**src/rtl/c2w_pkg.sv**
```systemverilog
// Package: shared state encoding and byte-lane helpers for the two-way cache.
// Assumes 32-bit blocks made of four byte lanes.
package c2w_pkg;

    typedef enum logic [1:0] {
        ST_IDLE   = 2'd0,
        ST_LOOKUP = 2'd1,
        ST_WBACK  = 2'd2,
        ST_FILL   = 2'd3
    } c2w_state_e;

    // Extract one byte lane from a block.
    function automatic logic [7:0] lane_get(input logic [31:0] blk, input logic [1:0] lane);
        return blk[{lane, 3'b000} +: 8];
    endfunction

    // Replace one byte lane of a block.
    function automatic logic [31:0] lane_put(input logic [31:0] blk, input logic [1:0] lane,
                                             input logic [7:0] b);
        logic [31:0] r;
        r = blk;
        r[{lane, 3'b000} +: 8] = b;
        return r;
    endfunction

endpackage

```
**src/rtl/c2w_way_store.sv**
```systemverilog
// One way of the cache: per-set tag, block data, valid, dirty and recency bit.
// Reads are combinational at rd_set. Fill and write-hit never occur in the same cycle.
module c2w_way_store
    import c2w_pkg::*;
#(
    parameter int SET_W = 4,
    parameter int TAG_W = 18
) (
    input  logic             clk,
    input  logic             rst_n,
    input  logic [SET_W-1:0] rd_set,
    input  logic             fill_en,
    input  logic [TAG_W-1:0] fill_tag,
    input  logic [31:0]      fill_data,
    input  logic             wr_en,
    input  logic [1:0]       wr_lane,
    input  logic [7:0]       wr_byte,
    input  logic             use_set,
    input  logic             use_clr,
    output logic             o_valid,
    output logic             o_dirty,
    output logic             o_use,
    output logic [TAG_W-1:0] o_tag,
    output logic [31:0]      o_data
);
    localparam int SETS = 1 << SET_W;

    logic [TAG_W-1:0] tag_q   [SETS];
    logic [31:0]      data_q  [SETS];
    logic [SETS-1:0]  valid_q;
    logic [SETS-1:0]  dirty_q;
    logic [SETS-1:0]  use_q;

    // Status bits: cleared by reset, updated by fill, write hit and access.
    always_ff @(posedge clk) begin
        if (!rst_n) begin
            valid_q <= '0;
            dirty_q <= '0;
            use_q   <= '0;
        end else begin
            if (fill_en) begin
                valid_q[rd_set] <= 1'b1;
                dirty_q[rd_set] <= 1'b0;
            end else if (wr_en) begin
                dirty_q[rd_set] <= 1'b1;
            end
            if (use_set)      use_q[rd_set] <= 1'b1;
            else if (use_clr) use_q[rd_set] <= 1'b0;
        end
    end

    // Payload: tag and block written on refill, one lane merged on write hit.
    always_ff @(posedge clk) begin
        if (fill_en) begin
            tag_q[rd_set]  <= fill_tag;
            data_q[rd_set] <= fill_data;
        end else if (wr_en) begin
            data_q[rd_set] <= lane_put(data_q[rd_set], wr_lane, wr_byte);
        end
    end

    // Read port for the currently indexed set.
    always_comb begin
        o_valid = valid_q[rd_set];
        o_dirty = dirty_q[rd_set];
        o_use   = use_q[rd_set];
        o_tag   = tag_q[rd_set];
        o_data  = data_q[rd_set];
    end

endmodule

```
**src/rtl/c2w_hit_cmp.sv**
```systemverilog
// Parallel tag comparison of both ways of the indexed set.
// Produces a per-way match vector and an encoded hitting way.
module c2w_hit_cmp #(
    parameter int TAG_W = 18,
    parameter int WAYS  = 2
) (
    input  logic [WAYS-1:0]            valid,
    input  logic [WAYS-1:0][TAG_W-1:0] tags,
    input  logic [TAG_W-1:0]           look_tag,
    output logic [WAYS-1:0]            hit_vec,
    output logic                       hit,
    output logic                       hit_way
);
    // One comparator per way.
    for (genvar w = 0; w < WAYS; w++) begin : g_cmp
        assign hit_vec[w] = valid[w] && (tags[w] == look_tag);
    end

    // Reduce to a hit flag and the way index.
    always_comb begin
        hit     = |hit_vec;
        hit_way = hit_vec[1];
    end

endmodule

```
**src/rtl/c2w_victim_pick.sv**
```systemverilog
// Chooses the way to refill on a miss: first invalid way (way 0 first),
// otherwise the way whose recency bit is clear.
module c2w_victim_pick (
    input  logic [1:0] valid,
    input  logic [1:0] use_bit,
    input  logic [1:0] dirty,
    output logic       victim,
    output logic       victim_dirty
);
    // Priority: free way 0, free way 1, then least recent.
    always_comb begin
        if (!valid[0])      victim = 1'b0;
        else if (!valid[1]) victim = 1'b1;
        else                victim = use_bit[0];
        victim_dirty = valid[victim] && dirty[victim];
    end

endmodule

```
**src/rtl/c2w_ctrl.sv**
```systemverilog
// Request sequencer: accepts a request, looks it up, optionally writes the
// victim back, refills, then repeats the lookup which now hits and completes.
// Assumes mem_ack only arrives while a memory transfer is requested.
module c2w_ctrl
    import c2w_pkg::*;
#(
    parameter int ADDR_W = 24
) (
    input  logic              clk,
    input  logic              rst_n,
    input  logic              req_valid,
    input  logic              req_write,
    input  logic [ADDR_W-1:0] req_addr,
    input  logic [7:0]        req_wdata,
    input  logic              hit,
    input  logic              victim,
    input  logic              victim_dirty,
    input  logic [31:0]       hit_block,
    input  logic              mem_ack,
    output c2w_state_e        state,
    output logic [ADDR_W-1:0] addr_q,
    output logic              write_q,
    output logic [7:0]        wdata_q,
    output logic              victim_q,
    output logic              resp_valid,
    output logic [7:0]        resp_rdata
);
    c2w_state_e state_q;

    // Sequencer state transitions.
    always_ff @(posedge clk) begin
        if (!rst_n) begin
            state_q <= ST_IDLE;
        end else begin
            case (state_q)
                ST_IDLE:   if (req_valid) state_q <= ST_LOOKUP;
                ST_LOOKUP: begin
                    if (hit)               state_q <= ST_IDLE;
                    else if (victim_dirty) state_q <= ST_WBACK;
                    else                   state_q <= ST_FILL;
                end
                ST_WBACK:  if (mem_ack) state_q <= ST_FILL;
                ST_FILL:   if (mem_ack) state_q <= ST_LOOKUP;
                default:   state_q <= ST_IDLE;
            endcase
        end
    end

    // Request capture and victim capture.
    always_ff @(posedge clk) begin
        if (!rst_n) begin
            addr_q   <= '0;
            write_q  <= 1'b0;
            wdata_q  <= '0;
            victim_q <= 1'b0;
        end else begin
            if (state_q == ST_IDLE && req_valid) begin
                addr_q  <= req_addr;
                write_q <= req_write;
                wdata_q <= req_wdata;
            end
            if (state_q == ST_LOOKUP && !hit) victim_q <= victim;
        end
    end

    // Completion pulse and read byte.
    always_ff @(posedge clk) begin
        if (!rst_n) begin
            resp_valid <= 1'b0;
            resp_rdata <= '0;
        end else begin
            resp_valid <= (state_q == ST_LOOKUP) && hit;
            if ((state_q == ST_LOOKUP) && hit)
                resp_rdata <= lane_get(hit_block, addr_q[1:0]);
        end
    end

    assign state = state_q;

endmodule

```
**src/rtl/c2w_cache.sv**
```systemverilog
// Two-way set-associative write-back, write-allocate byte cache with a
// per-way recency bit. Memory side moves whole 32-bit blocks with a
// request/acknowledge handshake.
module c2w_cache
    import c2w_pkg::*;
#(
    parameter int ADDR_W = 24,
    parameter int SET_W  = 4
) (
    input  logic              clk,
    input  logic              rst_n,
    input  logic              req_valid,
    output logic              req_ready,
    input  logic              req_write,
    input  logic [ADDR_W-1:0] req_addr,
    input  logic [7:0]        req_wdata,
    output logic              resp_valid,
    output logic [7:0]        resp_rdata,
    output logic              mem_req,
    output logic              mem_we,
    output logic [ADDR_W-3:0] mem_addr,
    output logic [31:0]       mem_wdata,
    input  logic              mem_ack,
    input  logic [31:0]       mem_rdata
);
    localparam int OFF_W = 2;
    localparam int TAG_W = ADDR_W - SET_W - OFF_W;
    localparam int WAYS  = 2;

    c2w_state_e              state;
    logic [ADDR_W-1:0]       addr_q;
    logic                    write_q;
    logic [7:0]              wdata_q;
    logic                    victim_q;
    logic [SET_W-1:0]        set_idx;
    logic [TAG_W-1:0]        tag_idx;
    logic [WAYS-1:0]         w_valid, w_dirty, w_use;
    logic [WAYS-1:0][TAG_W-1:0] w_tag;
    logic [WAYS-1:0][31:0]   w_data;
    logic [WAYS-1:0]         hit_vec;
    logic                    hit, hit_way;
    logic                    victim, victim_dirty;
    logic                    lookup_hit, fill_done;

    // Address fields of the request in progress.
    always_comb begin
        set_idx    = addr_q[OFF_W +: SET_W];
        tag_idx    = addr_q[ADDR_W-1 -: TAG_W];
        lookup_hit = (state == ST_LOOKUP) && hit;
        fill_done  = (state == ST_FILL) && mem_ack;
    end

    for (genvar w = 0; w < WAYS; w++) begin : g_way
        c2w_way_store #(.SET_W(SET_W), .TAG_W(TAG_W)) u_way (
            .clk       (clk),
            .rst_n     (rst_n),
            .rd_set    (set_idx),
            .fill_en   (fill_done && (victim_q == w[0])),
            .fill_tag  (tag_idx),
            .fill_data (mem_rdata),
            .wr_en     (lookup_hit && hit_vec[w] && write_q),
            .wr_lane   (addr_q[1:0]),
            .wr_byte   (wdata_q),
            .use_set   (lookup_hit && hit_vec[w]),
            .use_clr   (lookup_hit && !hit_vec[w]),
            .o_valid   (w_valid[w]),
            .o_dirty   (w_dirty[w]),
            .o_use     (w_use[w]),
            .o_tag     (w_tag[w]),
            .o_data    (w_data[w])
        );
    end

    c2w_hit_cmp #(.TAG_W(TAG_W), .WAYS(WAYS)) u_cmp (
        .valid    (w_valid),
        .tags     (w_tag),
        .look_tag (tag_idx),
        .hit_vec  (hit_vec),
        .hit      (hit),
        .hit_way  (hit_way)
    );

    c2w_victim_pick u_vic (
        .valid        (w_valid),
        .use_bit      (w_use),
        .dirty        (w_dirty),
        .victim       (victim),
        .victim_dirty (victim_dirty)
    );

    c2w_ctrl #(.ADDR_W(ADDR_W)) u_ctrl (
        .clk          (clk),
        .rst_n        (rst_n),
        .req_valid    (req_valid),
        .req_write    (req_write),
        .req_addr     (req_addr),
        .req_wdata    (req_wdata),
        .hit          (hit),
        .victim       (victim),
        .victim_dirty (victim_dirty),
        .hit_block    (w_data[hit_way]),
        .mem_ack      (mem_ack),
        .state        (state),
        .addr_q       (addr_q),
        .write_q      (write_q),
        .wdata_q      (wdata_q),
        .victim_q     (victim_q),
        .resp_valid   (resp_valid),
        .resp_rdata   (resp_rdata)
    );

    // Memory side: write-back of the captured victim, else refill of the request.
    always_comb begin
        req_ready = (state == ST_IDLE);
        mem_req   = (state == ST_WBACK) || (state == ST_FILL);
        mem_we    = (state == ST_WBACK);
        mem_addr  = (state == ST_WBACK) ? {w_tag[victim_q], set_idx}
                                        : addr_q[ADDR_W-1:OFF_W];
        mem_wdata = w_data[victim_q];
    end

endmodule

```
**config.mk**
```make
export PLATFORM = sky130hd
export DESIGN_NAME = c2w_cache
export DESIGN_NICKNAME = d
export VERILOG_FILES = /design/src/rtl/c2w_pkg.sv /design/src/rtl/c2w_way_store.sv /design/src/rtl/c2w_hit_cmp.sv /design/src/rtl/c2w_victim_pick.sv /design/src/rtl/c2w_ctrl.sv /design/src/rtl/c2w_cache.sv
export SDC_FILE = /design/constraint.sdc
export NUM_CORES = 2
export LEC_CHECK = 0
export BUFFER_PORTS_ARGS = -buffer_cell sky130_fd_sc_hd__buf_4
export CELL_PAD_IN_SITES_DETAIL_PLACEMENT = 1
export CELL_PAD_IN_SITES_GLOBAL_PLACEMENT = 1
export CORE_UTILIZATION = 55
export DETAILED_ROUTE_END_ITERATION = 8
export MAX_ROUTING_LAYER = met4
export PLACE_DENSITY = 0.8
export SETUP_SLACK_MARGIN = 0.02
export SYNTH_ARGS = -nofsm -noshare
export SYNTH_HDL_FRONTEND = slang
export SYNTH_SLANG_ARGS = --single-unit
```
**constraint.sdc**
```tcl
create_clock -name clk -period 9.2 [get_ports clk]
set_input_delay 0.46 -clock clk [delete_from_list [all_inputs] [get_ports clk]]
set_output_delay 0.46 -clock clk [all_outputs]
set_load 0.02 [all_outputs]
```
* Yosys cells after proc, flatten, opt, wreduce, memory -nomap -nowiden *
Memories as Yosys holds them, arrays and structs flattened. A register that Yosys moved wholly into a read port is not among the register bits.
Cells that the tools add are included.

word-level totals
  input port bits = 69
  register bits = 125
  memories = 4
  word-level logic and storage cells = 128
  bits in writable memories = 1600

memory list
  name                   depth  width  read ports  clocked after memory_dff  write ports  RTL line             RTL
  g_way[0].u_way.data_q  16     32     1           1                         1            c2w_way_store.sv:29  logic [31:0] data_q [SETS];
  g_way[1].u_way.data_q  16     32     1           1                         1            c2w_way_store.sv:29
  g_way[0].u_way.tag_q   16     18     1           1                         1            c2w_way_store.sv:28  logic [TAG_W-1:0] tag_q [SETS];
  g_way[1].u_way.tag_q   16     18     1           1                         1            c2w_way_store.sv:28

cells by class
  reductions and logical operators = 24
  bitwise gates (word level) = 12
  add/subtract/negate cells = 1
  magnitude comparators = 5
  shift operators = 3
  equality and inequality tests = 8
  mux-type cells = 59

operator list
  operator                                                                 number
  32-bit 2-to-1 mux                                                        6
  16-bit 2-to-1 mux                                                        6
  16-bit bitwise OR                                                        5
  32-bit bitwise mux                                                       2
  16-bit bitwise AND                                                       3
  18-bit equality test                                                     2
  18-bit 2-to-1 mux                                                        2
  4-bit 2-to-1 mux                                                         8
  8-bit by 7-bit variable shift with 32-bit output (first input constant)  1
  32-bit by 6-bit variable part select with 8-bit output                   1
  8-bit by 7-bit variable part select with 32-bit output                   1
  1-bit 2-to-1 mux                                                         23
  22-bit 2-to-1 mux                                                        1
  1-bit binary-select mux with 4-bit select                                5
  16-bit NOT                                                               1
  1-bit logical AND                                                        15
  2-bit 2-to-1 mux                                                         4
  2-bit one-hot mux with 4 select lines                                    1
  5-bit negation with 7-bit output                                         1
  1-bit by 2-bit < comparator with 1-bit output (second input constant)    3
  2-bit nonzero test                                                       3
  4-bit by 5-bit < comparator with 1-bit output (second input constant)    1
  1-bit demux with 4-bit select                                            1
  2-bit equality test (second input constant)                              2
  other kinds (11)                                                         14

* Logic depth before layout (Yosys ltp) *
  depth in word-level cells = 11
  gate-level depth with buffers = 17

* Hierarchy *
Synthesis repeated with hierarchy kept, for this count alone.

unflattened totals
  cells, all modules = 3967
  area total of the unflattened synthesis = 72430.7 µm²

by module, submodules not included
  module                          times used  cells an instance  area each (µm²)  seq. area each (µm²)
  c2w_way_store (g_way[1].u_way)  1           1785               34398.0          24984.0
  c2w_way_store (g_way[0].u_way)  1           1774               34252.9          24984.0
  c2w_ctrl                        1           224                1918.1           900.9
  c2w_cache                       1           127                1411.4           0.0
  c2w_hit_cmp                     1           52                 421.7            0.0
  c2w_victim_pick                 1           5                  28.8             0.0

* Worst setup path after synthesis *
Ideal clock, no wire load.

  path type = register -> register
  from = register (tool-made name)
  to = memory g_way[0].u_way.data_q[15][0], enable pin
  period minus slack after synthesis = 4934 ps
  cell stages (with the launch flop) = 13
  buffers on the path = 4
  arrival time = 4513 ps
  path slack = 4266 ps
  cells stage by stage = dfxtp_1 > buf_2 > buf_2 > buf_1 > mux4_2 > mux2_2 > nand3b_1 > mux4_2 > a2111oi_1 > and4b_1 > a21boi_1 > buf_2 > nor2_1

RTL lines
  what              RTL line
  end: declaration  c2w_way_store.sv:29

==> impl_metrics.toml <==
[timing]
slew_headroom_pct = 8.93
final_critical_path_setup_slack_ns = 2.01
rsz_0062_raised_after_global_routing = "false"
setup-violations-final = 0
worst_pin_slew_ns = 1.35
period_share_pct = 78.2
period_needed_ns = 7.19
fmax_mhz = 139
final.setup.tns_ns = 0
final_hold_viol_count = 0
final_max_slew_viol_count = 0
worst_clock_skew_ns = 0.0389

[global_route]
initial_antenna_violation_count = 3
first_global_vias = 40600
grt_first_pass_wirelength_mm = 294
gr-usage-all-layers_pct = 33.8
gr_overflow_total = 0
grt_start_max_net_pins = 109

[synthesis]
async_flop_share_pct = 0
number_of_storage_elements_in_the_synthesis_netlist = 1729
yosys_warnings = 0
syn-cell-area_sq_mm = 0.0698
synth_top_cell_by_area = "sky130_fd_sc_hd__edfxtp_1"
synth_enable_flop_cells = 1600
synthTopCellsByCount = "sky130_fd_sc_hd__edfxtp_1 (1600), sky130_fd_sc_hd__mux4_2 (471), sky130_fd_sc_hd__nand2_1 (243)"
synth.avg_cell_area_sq_um = 19.1
mappedNetlistNets = 3737
post_synth_inst_count = 3659
ys.flop_type = "sky130_fd_sc_hd__edfxtp_1"
synth_unique_cells = 69
synthMostInstantiatedCell = "sky130_fd_sc_hd__edfxtp_1"
synth_largest_type_area_fraction_pct = 68.8
biggest_area_contributors_in_the_synthesized_netlist = "sky130_fd_sc_hd__edfxtp_1 (69%), sky130_fd_sc_hd__mux4_2 (15%), sky130_fd_sc_hd__dfxtp_1 (3.7%)"
synth.yosys.seq_area_share_pct = 72.5

[clocking]
cts.root.buffer_cell = "sky130_fd_sc_hd__clkbuf_16"
clk_path_buf_depth = 3
htree_levels = 4
clk-insertion-delay-late_ns = 0.82
cts_hold_repair.buffers = 31
cts_inserted_buffers = 172
clock-sinks = 1729
tritoncts = "built"
path_clk_slew_ns = 0.07
post_cts_resize_count = 0
cts_setup_buffers = 0

[route]
route.detailed.vias_per_inst = 6.80
routed_wire_length_per_instance_um = 36.2
drt_antenna_net_count = 0
post-route-drc-count = 0
detailroute.via_count = 38700
drt_first_iter_violations = 5152
route.final.wire_length_mm = 206
number_of_optimization_iterations_in_the_first_detailed_route_pass = 6

[flow_run]
max_cap_viol_count = 0

[critical_path]
timing_worst_setup_path_type = "reg -> reg"
setup.worst_path.start_class = "flop"
cp.arrival_ns = 7.62
reg2reg_setup_slack_ns = 2.01
worstPathRequired_ns = 9.63
worstSetupEndpointType = "flop"
cp_max_fo = 67

[floorplanning]
die-height_um = 358
die-width_um = 358
boundaryPins = 135
placeableCoreArea_sq_mm = 0.126
die_area_sq_mm = 0.128
start_util_pct = 55.5
std_cell_rows = 130

[worst_hold_path]
hold_class = "in -> reg"

[power]
total_leakage_power_nw = 24.9
power_per_cell_area_mw_per_mm2 = 225
max-vdd-ir-drop_v = 0.000223

[cells_and_area]
final.fill_count = 10500
layout-drive-gt1-share_pct = 28.6
multi_input_area_sq_mm = 0.0182
ff_latch_area_sq_mm = 0.0506
syn_to_final_growth_pct = 13.0
finalNetCount = 3964

[placed_design]
dp_hpwl_mm = 123
place.port_buffers = 134
dp_worst_setup_slack_ns = 2.09
place_congestion = 0.924

[run_status]
outcome = "completed"
==> logic make-up after synthesis <==
family / share of synthesized area, %
fa+ha+maj: 0.161
buf+inv: 1.91
mux: 17.9
flops: 72.5
compound gates: 3.15
xor+xnor: 0.427
simple gates: 3.87
==> routing by layer <==
layer	global-route usage (%)	routed length [um]
met1	41.6	72800
met2	53.5	101000
met3	7.32	20400
met4	16.7	11400
met5	-	0
==> worst max-delay path, cell delays in order (launching register included) <==
cell                      delay (ns)
sky130_fd_sc_hd__dfxtp_4        0.80
sky130_fd_sc_hd__buf_12         0.49
sky130_fd_sc_hd__mux4_2         0.59
sky130_fd_sc_hd__a22oi_1        0.31
sky130_fd_sc_hd__a21oi_1        0.12
sky130_fd_sc_hd__nor4b_1        0.60
sky130_fd_sc_hd__nand4_1        0.20
sky130_fd_sc_hd__nor4_2         1.04
sky130_fd_sc_hd__nand3_1        0.79
sky130_fd_sc_hd__and2_1         0.41
sky130_fd_sc_hd__buf_4          0.28
sky130_fd_sc_hd__nor2_4         1.03
==> where the power goes <==
part | leakage (nW) | switching, W | total [W] | internal (W)
Combinational | 6.65 | 0.00133 | 0.00207 | 0.000739
Clock | 2.70 | 0.00305 | 0.00698 | 0.00393
Sequential | 15.5 | 0.0000594 | 0.00870 | 0.00864
==> flip-flops by register name (all words and copies together), names as in the netlist, named ones only <==
name / cells
g_way.u_way.valid_q: 32
u_ctrl.write_q: 1
u_ctrl.wdata_q: 8
g_way.u_way.data_q: 1024
u_ctrl.addr_q: 24
u_ctrl.resp_rdata: 8
u_ctrl.state: 2
u_ctrl.resp_valid: 1
g_way.u_way.tag_q: 576
u_ctrl.victim_q: 1
==> final cells by class <==
type | instances | share of cell area, %
well taps | 1650 | 2.62
inverters | 63 | 0.306
multi-input cells | 1643 | 23.1
repair buffers | 277 | 2.78
flip-flops and latches | 1729 | 64.2
clock buffers | 214 | 5.78
clock inverters | 102 | 1.22
diodes | 7 | 0.0222
==> layout by cell type, fill, tap and decap left out, types with 19 or more instances in the layout <==
cell type	n
sky130_fd_sc_hd__mux4_2	471
sky130_fd_sc_hd__nor2_1	162
sky130_fd_sc_hd__clkbuf_16	173
sky130_fd_sc_hd__dlygate4sd3_1	31
sky130_fd_sc_hd__dfxtp_1	123
sky130_fd_sc_hd__nor2_4	38
sky130_fd_sc_hd__clkinv_1	42
sky130_fd_sc_hd__buf_4	243
sky130_fd_sc_hd__a211oi_1	19
sky130_fd_sc_hd__clkbuf_1	33
sky130_fd_sc_hd__mux2_2	77
sky130_fd_sc_hd__inv_1	57
sky130_fd_sc_hd__a21oi_1	64
sky130_fd_sc_hd__clkinv_2	30
sky130_fd_sc_hd__a22oi_1	25
sky130_fd_sc_hd__mux2i_1	103
sky130_fd_sc_hd__o22ai_1	24
sky130_fd_sc_hd__o21ai_0	113
sky130_fd_sc_hd__edfxtp_1	1600
sky130_fd_sc_hd__nand2_1	243
sky130_fd_sc_hd__nand3_1	51
sky130_fd_sc_hd__xnor2_1	21
sky130_fd_sc_hd__nor2_2	26
==> path summary, 6_finish.rpt <==
check,startpoint,cells past startpoint,to
worst min register to register,g_way[0].u_way.valid_q[3]$_SDFFE_PN0P_,2,g_way[0].u_way.valid_q[3]$_SDFFE_PN0P_
worst min-delay path,req_addr[3],3,flop
worst max register to register,flop,11,g_way[1].u_way.data_q[5][26]$_DFFE_PP_
worst max-delay path,flop,11,g_way[1].u_way.data_q[5][26]$_DFFE_PP_
==> metrics by stage <==
step,total power [W],hold WS [ns],instance area (sq um),std cells,utilization [%]
after CTS,0.0177,0.0181,78900,5678,62.7
after floorplan,0.0101,0.432,69800,3659,-
after detailed placement,0.0109,0.459,73000,5331,58.1
after global placement,0.0108,0.444,73000,5331,58.1
after global routing,0.0181,0.0642,78900,5682,62.7
final,0.0178,0.102,78900,5685,62.7
Note: power is estimated with default switching activity, not from simulation.
